$ cat src/rtl/bmd_pkg.sv
package bmd_pkg;
  localparam int ADDR_W = 24;
  localparam int DEV_N  = 10;
  localparam int LVL_W  = 3;
  localparam int DEV_STRIDE = 'h4000;

  localparam logic [1:0] SZ_BYTE = 2'd0;
  localparam logic [1:0] SZ_WORD = 2'd1;
  localparam logic [1:0] SZ_LONG = 2'd2;
  localparam logic [1:0] SZ_BAD  = 2'd3;

  // window start, one bit wider than the bus to hold end addresses
  function automatic logic [ADDR_W:0] win_lo(input int idx);
    case (idx)
      0:       win_lo = 25'h180000;
      1:       win_lo = 25'h200000;
      default: win_lo = 25'h3A0001 + 25'(idx - 2) * 25'(DEV_STRIDE);
    endcase
  endfunction

  function automatic logic [ADDR_W:0] win_hi(input int idx);
    case (idx)
      0:       win_hi = 25'h200000;
      1:       win_hi = 25'h280002;
      default: win_hi = win_lo(idx) + 25'(DEV_STRIDE);
    endcase
  endfunction

  function automatic logic [LVL_W-1:0] win_lvl(input int idx);
    case (idx)
      1:       win_lvl = 3'd1;
      2:       win_lvl = 3'd4;
      4:       win_lvl = 3'd5;
      default: win_lvl = 3'd0;
    endcase
  endfunction

  function automatic logic [2:0] size_bytes(input logic [1:0] code);
    case (code)
      SZ_BYTE: size_bytes = 3'd1;
      SZ_WORD: size_bytes = 3'd2;
      default: size_bytes = 3'd4;
    endcase
  endfunction
endpackage

$ cat src/rtl/bmd_window.sv
module bmd_window
  import bmd_pkg::*;
#(
  parameter logic [ADDR_W:0] LO = '0,
  parameter logic [ADDR_W:0] HI = '0
) (
  input  logic [ADDR_W-1:0] addr,
  input  logic [2:0]        nbytes,
  output logic              hit,
  output logic [ADDR_W-1:0] offset
);
  logic [ADDR_W:0]   a_ext;
  logic [ADDR_W:0]   a_end;
  logic [ADDR_W-1:0] diff;

  always_comb begin
    a_ext = {1'b0, addr};
    a_end = a_ext + {{(ADDR_W-2){1'b0}}, nbytes};
    hit   = (a_ext >= LO) && (a_end <= HI);
    diff  = addr - LO[ADDR_W-1:0];
  end

  generate
    if (LO[0]) begin : g_odd
      assign offset = {1'b0, diff[ADDR_W-1:1]};
    end else begin : g_even
      assign offset = diff;
    end
  endgenerate
endmodule

$ cat src/rtl/bmd_irq_level.sv
module bmd_irq_level
  import bmd_pkg::*;
(
  input  logic [DEV_N-1:0] irq_req,
  output logic [LVL_W-1:0] ipl
);
  always_comb begin
    ipl = '0;
    for (int i = 0; i < DEV_N; i++) begin
      if (irq_req[i] && (win_lvl(i) > ipl)) ipl = win_lvl(i);
    end
  end
endmodule

$ cat src/rtl/bmd_boot_ctrl.sv
module bmd_boot_ctrl (
  input  logic clk,
  input  logic rst,
  input  logic vec_done,
  input  logic hiram_arm,
  output logic boot_q,
  output logic hiram_q
);
  always_ff @(posedge clk) begin
    if (rst) begin
      boot_q  <= 1'b1;
      hiram_q <= 1'b0;
    end else begin
      if (vec_done)  boot_q  <= 1'b0;
      if (hiram_arm) hiram_q <= 1'b1;
    end
  end

  // the second vector fetch closes the overlay
  a_r1_vec_ends_overlay: assert property (@(posedge clk) disable iff (rst)
    vec_done |=> !boot_q);
  // once closed, the overlay stays closed until reset
  a_r1_overlay_no_return: assert property (@(posedge clk) disable iff (rst)
    !boot_q |=> !boot_q);
  // upper RAM enable is sticky
  a_r4_hiram_sticky: assert property (@(posedge clk) disable iff (rst)
    hiram_q |=> hiram_q);
endmodule

$ cat src/rtl/bus_map_decoder.sv
module bus_map_decoder
  import bmd_pkg::*;
#(
  parameter int unsigned LOW_TOP  = 'h010000,
  parameter int unsigned RAM_TOP  = 'h100000,
  parameter int unsigned ROM_BASE = 'h100000,
  parameter int unsigned ROM_TOP  = 'h110000
) (
  input  logic              clk,
  input  logic              rst,
  input  logic              acc_valid,
  input  logic [ADDR_W-1:0] acc_addr,
  input  logic [1:0]        acc_size,
  input  logic              acc_write,
  input  logic [DEV_N-1:0]  irq_req,
  output logic              sel_ram,
  output logic              sel_rom,
  output logic [DEV_N-1:0]  sel_dev,
  output logic [ADDR_W-1:0] map_offset,
  output logic              bus_err,
  output logic [LVL_W-1:0]  ipl
);
  localparam logic [ADDR_W:0]   LOW_TOP_X  = (ADDR_W+1)'(LOW_TOP);
  localparam logic [ADDR_W:0]   RAM_TOP_X  = (ADDR_W+1)'(RAM_TOP);
  localparam logic [ADDR_W:0]   ROM_BASE_X = (ADDR_W+1)'(ROM_BASE);
  localparam logic [ADDR_W:0]   ROM_TOP_X  = (ADDR_W+1)'(ROM_TOP);
  localparam logic [ADDR_W-1:0] HIRAM_KEY  = LOW_TOP_X[ADDR_W-1:0];

  logic              boot_q, hiram_q;
  logic              vec_done, hiram_arm, dec_err, vec_legal;
  logic [ADDR_W-1:0] eff_addr;
  logic [2:0]        nbytes;

  logic              low_hit, hi_hit, rom_hit;
  logic [ADDR_W-1:0] low_off, hi_off, rom_off;
  logic [DEV_N-1:0]  dev_hit, dev_pick;
  logic [ADDR_W-1:0] dev_off [DEV_N];
  logic [ADDR_W-1:0] dev_off_sel;

  // overlay steers vector fetches into ROM
  assign eff_addr = boot_q ? (acc_addr + ROM_BASE_X[ADDR_W-1:0]) : acc_addr;
  assign nbytes   = size_bytes(acc_size);

  bmd_window #(.LO('0), .HI(LOW_TOP_X)) u_low (
    .addr(eff_addr), .nbytes(nbytes), .hit(low_hit), .offset(low_off));
  bmd_window #(.LO(LOW_TOP_X), .HI(RAM_TOP_X)) u_hiram (
    .addr(eff_addr), .nbytes(nbytes), .hit(hi_hit), .offset(hi_off));
  bmd_window #(.LO(ROM_BASE_X), .HI(ROM_TOP_X)) u_rom (
    .addr(eff_addr), .nbytes(nbytes), .hit(rom_hit), .offset(rom_off));

  generate
    for (genvar i = 0; i < DEV_N; i++) begin : g_dev
      bmd_window #(.LO(win_lo(i)), .HI(win_hi(i))) u_win (
        .addr(eff_addr), .nbytes(nbytes), .hit(dev_hit[i]), .offset(dev_off[i]));
    end
  endgenerate

  // lowest matching window wins
  assign dev_pick = dev_hit & (~dev_hit + 1'b1);

  always_comb begin
    dev_off_sel = '0;
    for (int i = 0; i < DEV_N; i++) begin
      if (dev_pick[i]) dev_off_sel = dev_off[i];
    end
  end

  assign vec_legal = !acc_write && (acc_size == SZ_LONG) && rom_hit &&
                     ((acc_addr == 24'd0) || (acc_addr == 24'd4));

  always_comb begin
    sel_ram    = 1'b0;
    sel_rom    = 1'b0;
    sel_dev    = '0;
    map_offset = '0;
    dec_err    = 1'b0;
    vec_done   = 1'b0;
    hiram_arm  = 1'b0;
    if (acc_valid) begin
      if (acc_size == SZ_BAD) begin
        dec_err = 1'b1;
      end else if (boot_q) begin
        if (vec_legal) begin
          sel_rom    = 1'b1;
          map_offset = rom_off;
          vec_done   = (acc_addr == 24'd4);
        end else begin
          dec_err = 1'b1;
        end
      end else if (hiram_q && hi_hit) begin
        sel_ram    = 1'b1;
        map_offset = hi_off + HIRAM_KEY;
      end else if (!acc_write && rom_hit) begin
        sel_rom    = 1'b1;
        map_offset = rom_off;
      end else if (|dev_hit) begin
        sel_dev    = dev_pick;
        map_offset = dev_off_sel;
      end else if (low_hit) begin
        sel_ram    = 1'b1;
        map_offset = low_off;
      end else if (acc_write && (acc_size == SZ_BYTE) && (acc_addr == HIRAM_KEY)) begin
        sel_ram    = 1'b1;
        map_offset = acc_addr;
        hiram_arm  = 1'b1;
      end else begin
        dec_err = 1'b1;
      end
    end
  end

  bmd_boot_ctrl u_boot (
    .clk(clk), .rst(rst), .vec_done(vec_done), .hiram_arm(hiram_arm),
    .boot_q(boot_q), .hiram_q(hiram_q));

  bmd_irq_level u_irq (.irq_req(irq_req), .ipl(ipl));

  always_ff @(posedge clk) begin
    if (rst) bus_err <= 1'b0;
    else     bus_err <= dec_err;
  end

  // never more than one target selected
  a_r7_sel_onehot: assert property (@(posedge clk) disable iff (rst)
    $onehot0({sel_ram, sel_rom, sel_dev}));
  // a write never selects ROM
  a_r6_rom_no_write: assert property (@(posedge clk) disable iff (rst)
    (acc_valid && acc_write) |-> !sel_rom);
  // an unclaimed valid access is followed by an error pulse
  a_r10_err_follows: assert property (@(posedge clk) disable iff (rst)
    (acc_valid && !(sel_ram || sel_rom || (|sel_dev))) |=> bus_err);
  // an idle cycle is never followed by an error pulse
  a_r10_idle_quiet: assert property (@(posedge clk) disable iff (rst)
    !acc_valid |=> !bus_err);
  // no request, no level
  a_r9_idle_level: assert property (@(posedge clk) disable iff (rst)
    (irq_req == '0) |-> (ipl == '0));
  // the level-1 device always lifts the level to at least 1
  a_r9_dev1_floor: assert property (@(posedge clk) disable iff (rst)
    irq_req[1] |-> (ipl >= 3'd1));
endmodule

$ cat config.mk
export PLATFORM = sky130hd
export DESIGN_NAME = bus_map_decoder
export DESIGN_NICKNAME = d
export VERILOG_FILES = /design/src/rtl/bmd_pkg.sv /design/src/rtl/bmd_window.sv /design/src/rtl/bmd_irq_level.sv /design/src/rtl/bmd_boot_ctrl.sv /design/src/rtl/bus_map_decoder.sv
export SDC_FILE = /design/constraint.sdc
export NUM_CORES = 1
export LEC_CHECK = 0
export ABC_AREA = 1
export BUFFER_PORTS_ARGS = -buffer_cell sky130_fd_sc_hd__buf_2
export CAP_MARGIN = 40
export CORE_AREA = 2 2 152 154
export DETAILED_ROUTE_END_ITERATION = 6
export DIE_AREA = 0 0 154 156
export PLACE_DENSITY_LB_ADDON = 0.15
export SKIP_CTS_REPAIR_TIMING = 1
export SLEW_MARGIN = 30
export SYNTH_ARGS = -nofsm -noshare
export SYNTH_HDL_FRONTEND = slang
export SYNTH_SLANG_ARGS = --single-unit
$ cat constraint.sdc
create_clock -name clk -period 3.8 [get_ports clk]
set_clock_uncertainty 0.2 [all_clocks]
set_input_delay 0 -clock clk [delete_from_list [all_inputs] [get_ports clk]]
set_output_delay 0 -clock clk [all_outputs]
set_load 0.01 [all_outputs]
==> metrics.csv <==
metric;value;unit
status;complete, but fails checks;
failing checks;negative setup slack;
Hold Path End;ipl[2];
post-synthesis mux area share;0;%
clock power share;12.5;%
worst-case reg-to-reg path depth;28;
register area;63.8;um2
antenna-violating nets left;0;
GRT Resource Usage Total;23.6;%
period utilization;107;%
HP Class;input pin to output pin;
final setup TNS;-4.42;ns
drt pass-1 iters;5;
post-route cell area;8600;um2
Worst path top cell family by delay;simple AND/OR/NAND/NOR gates;
CP max-delay cell;dfxtp_4;
grt total ovfl;0;
FP Rows;55;
Buffers on Ports;71;
Routed wire per std cell;17.6;um
# diodes;0;
clk slew on worst S/H paths;0.03;ns
Internal;642;uW
placed cell areas;7620;um2
vias per cell;5.00;
Synth Area in Compound Gates;18.1;%
largest family of logic cells by synthesized area;simple AND/OR/NAND/NOR gates;
final worst slack;-0.277;ns
CTS Buf Count;3;
initial core utilization;24.8;%
largest net degree at the start of global routing;17;
Critical Path Start Type;flip-flop;
Cell Count, Final, Fillers Out;1679;
RSZ-0062 raised after global routing;yes;
Die Area;24000;um2
Util after Layout;38.5;%
DIE WIDTH;154;um
first-pass GRT wire length;44200;um
hold path cells;4;
clk sink count;3;
clock buffer depth;2;
Clk Latency, worst-skew pair;0.23;ns
synth unique cells;45;
I/O pins;80;
initial antenna violation count;0;
syn_nets;1184;
PD cells;159;nW/um2
Buf/Inv on CP;8;
WP data required;3.60;ns
critical path type;flip-flop to output pin;
max frequency;0.245;GHz
Worst R2R End;u_boot.hiram_q;
logic gate share of total power;85.2;%
P_leak;0.00435;uW
routability cong.;0.979;
final setup vio count;24;
Reg power frac;2.3;%
clk root buf;clkbuf_16;
Mapped Area;5540;um2
CTS tree;yes;
WHS;0.0718;ns
switching share of power;53.0;%
Worst path most repeated cell;nand2_1;
Hold Violations, Final;0;
Area Overhead vs Synth;55.1;%
FF-to-FF Start;u_boot.boot_q;
Post-synth EDFFs;0;
Via Count;8397;
Yosys warnings;0;
register area share after synthesis;1.08;%
vias in the first global route;7746;
Synth Area in Simple Gates;55.5;%
post-route minimum period;4.08;ns
final layout net count;1454;
DRC;0;
Crit Path Max Fanout;7;
final WL;29500;um
cell total after placement;1647;
Mean Syn Cell Area;4.93;um2
Adder-Cell Fraction of Synth Area;4.42;%
worst slew pin tran;0.691;ns
Async SR Flop Fraction;0;%
WP data arrival;3.88;ns
H-tree lvl count;1;
post-DP HPWL;24700;um
VDD IR max;0.192;mV
# fillers;2526;
Pins Over Slew Limit;0;
top_reg_cell synth;dfxtp_1;
Post-Synth XOR/XNOR Area;7.74;%
Gate Count Post-Synth;1125;
CP Capture Type;output pin;
Starting DRT DRC Count;697;
R2R Setup Slk;0.22;ns
Max transition margin;53.9;%
critical path startpoint;u_boot.boot_q;
Worst Hold Launch;irq_req[2];
FF+latch count, synth;3;
Die Ht;156;um
share of cells above drive strength 1;35.7;%
Max Cap Viol;0;
Multi-input gate area;5320;um2
core area;22400;um2
CP max stage delay;0.36;ns
P_sw;724;uW
[final cells by class]
class | instances | area share [%]
Multi-Input combinational cell | 946 | 61.8
Timing Repair Buffer | 299 | 25.8
Inverter | 142 | 6.55
Tap cell | 285 | 4.15
Clock buffer | 4 | 0.917
Sequential cell | 3 | 0.742
[power groups by stage]
stage	clock, uW	combinational, uW	sequential, uW
5_1_grt	177	1260	31.7
3_5_place_dp	0	966	32.8
3_3_place_gp	0	976	32.9
2_1_floorplan	0	540	33.2
4_1_cts	173	972	32.5
6_report	170	1160	31.7
[cells in the mapped netlist (5+ instances only)]
cell | n | area, um2
inv_1 | 118 | 443
nor4_1 | 5 | 31.3
nand2_1 | 357 | 1340
nand3_2 | 9 | 90.1
clkbuf_1 | 10 | 37.5
a31oi_1 | 8 | 50.1
o21ai_0 | 60 | 300
nor2_1 | 158 | 593
xor2_1 | 46 | 403
a21oi_1 | 66 | 330
o22ai_1 | 7 | 43.8
nand3_1 | 77 | 385
inv_2 | 18 | 67.6
o221ai_1 | 11 | 96.3
nand4_1 | 20 | 125
o21ai_1 | 15 | 75.1
nor2_2 | 14 | 87.6
nand2_2 | 18 | 113
nor2_4 | 7 | 78.8
buf_4 | 10 | 75.1
buf_2 | 10 | 50.1
o211ai_1 | 8 | 60.1
nor3_1 | 18 | 90.1
ha_1 | 18 | 225
[tightest hold or removal path: stages]
cell and delay [ns]:
buf_2 0.07, inv_1 0.04, nand2_1 0.04, buf_2 0.12
[cell families (layout without fill, tap and decap cells)]
family                   count (synthesis)  in the layout
XOR/XNOR                                49             49
flip-flops                               3              3
other                                    1              1
AND/OR/NAND/NOR                        696            696
AO/OA/AOI/OAI                          181            181
buffers and inverters                  176            445
adder cells (fa/ha/maj)                 19             19
[flip-flops by register name (all words and copies together) (netlist names)]
signal and count:
bus_err 1, u_boot.boot_q 1, u_boot.hiram_q 1
[per-layer routing]
layer | track usage (%) | wire, um
met5 | 0 | 0
met1 | 33.2 | 13600
met2 | 38.5 | 13200
met3 | 2.72 | 1920
met4 | 5.65 | 690
[worst max-delay path by stage]
stage               cells past startpoint  slack, ns              to
floorplan                              27       0.18   map_offset[3]
global placement                       27      -0.39  map_offset[20]
detailed placement                     27      -0.39  map_offset[20]
CTS                                    27      -0.64  map_offset[20]
global route                           30      -0.48  map_offset[12]
finish                                 31      -0.28  map_offset[20]
[cells in the final DEF (no fill, tap or decap), types with 46 or more instances in the layout]
cell and count:
nand2_1 315, buf_4 205, nor2_1 133, inv_1 107, nand3_1 72, buf_2 71, o21ai_0 55, a21oi_1 54
nand2_2 51, xor2_1 46
[metrics by stage]
step	worst slack [ns]	total power, uW
2_1_floorplan	0.178	573
3_3_place_gp	-0.389	1010
3_5_place_dp	-0.388	999
4_1_cts	-0.643	1180
5_1_grt	-0.483	1470
6_report	-0.277	1370
Note: power is estimated with default switching activity, not from simulation.
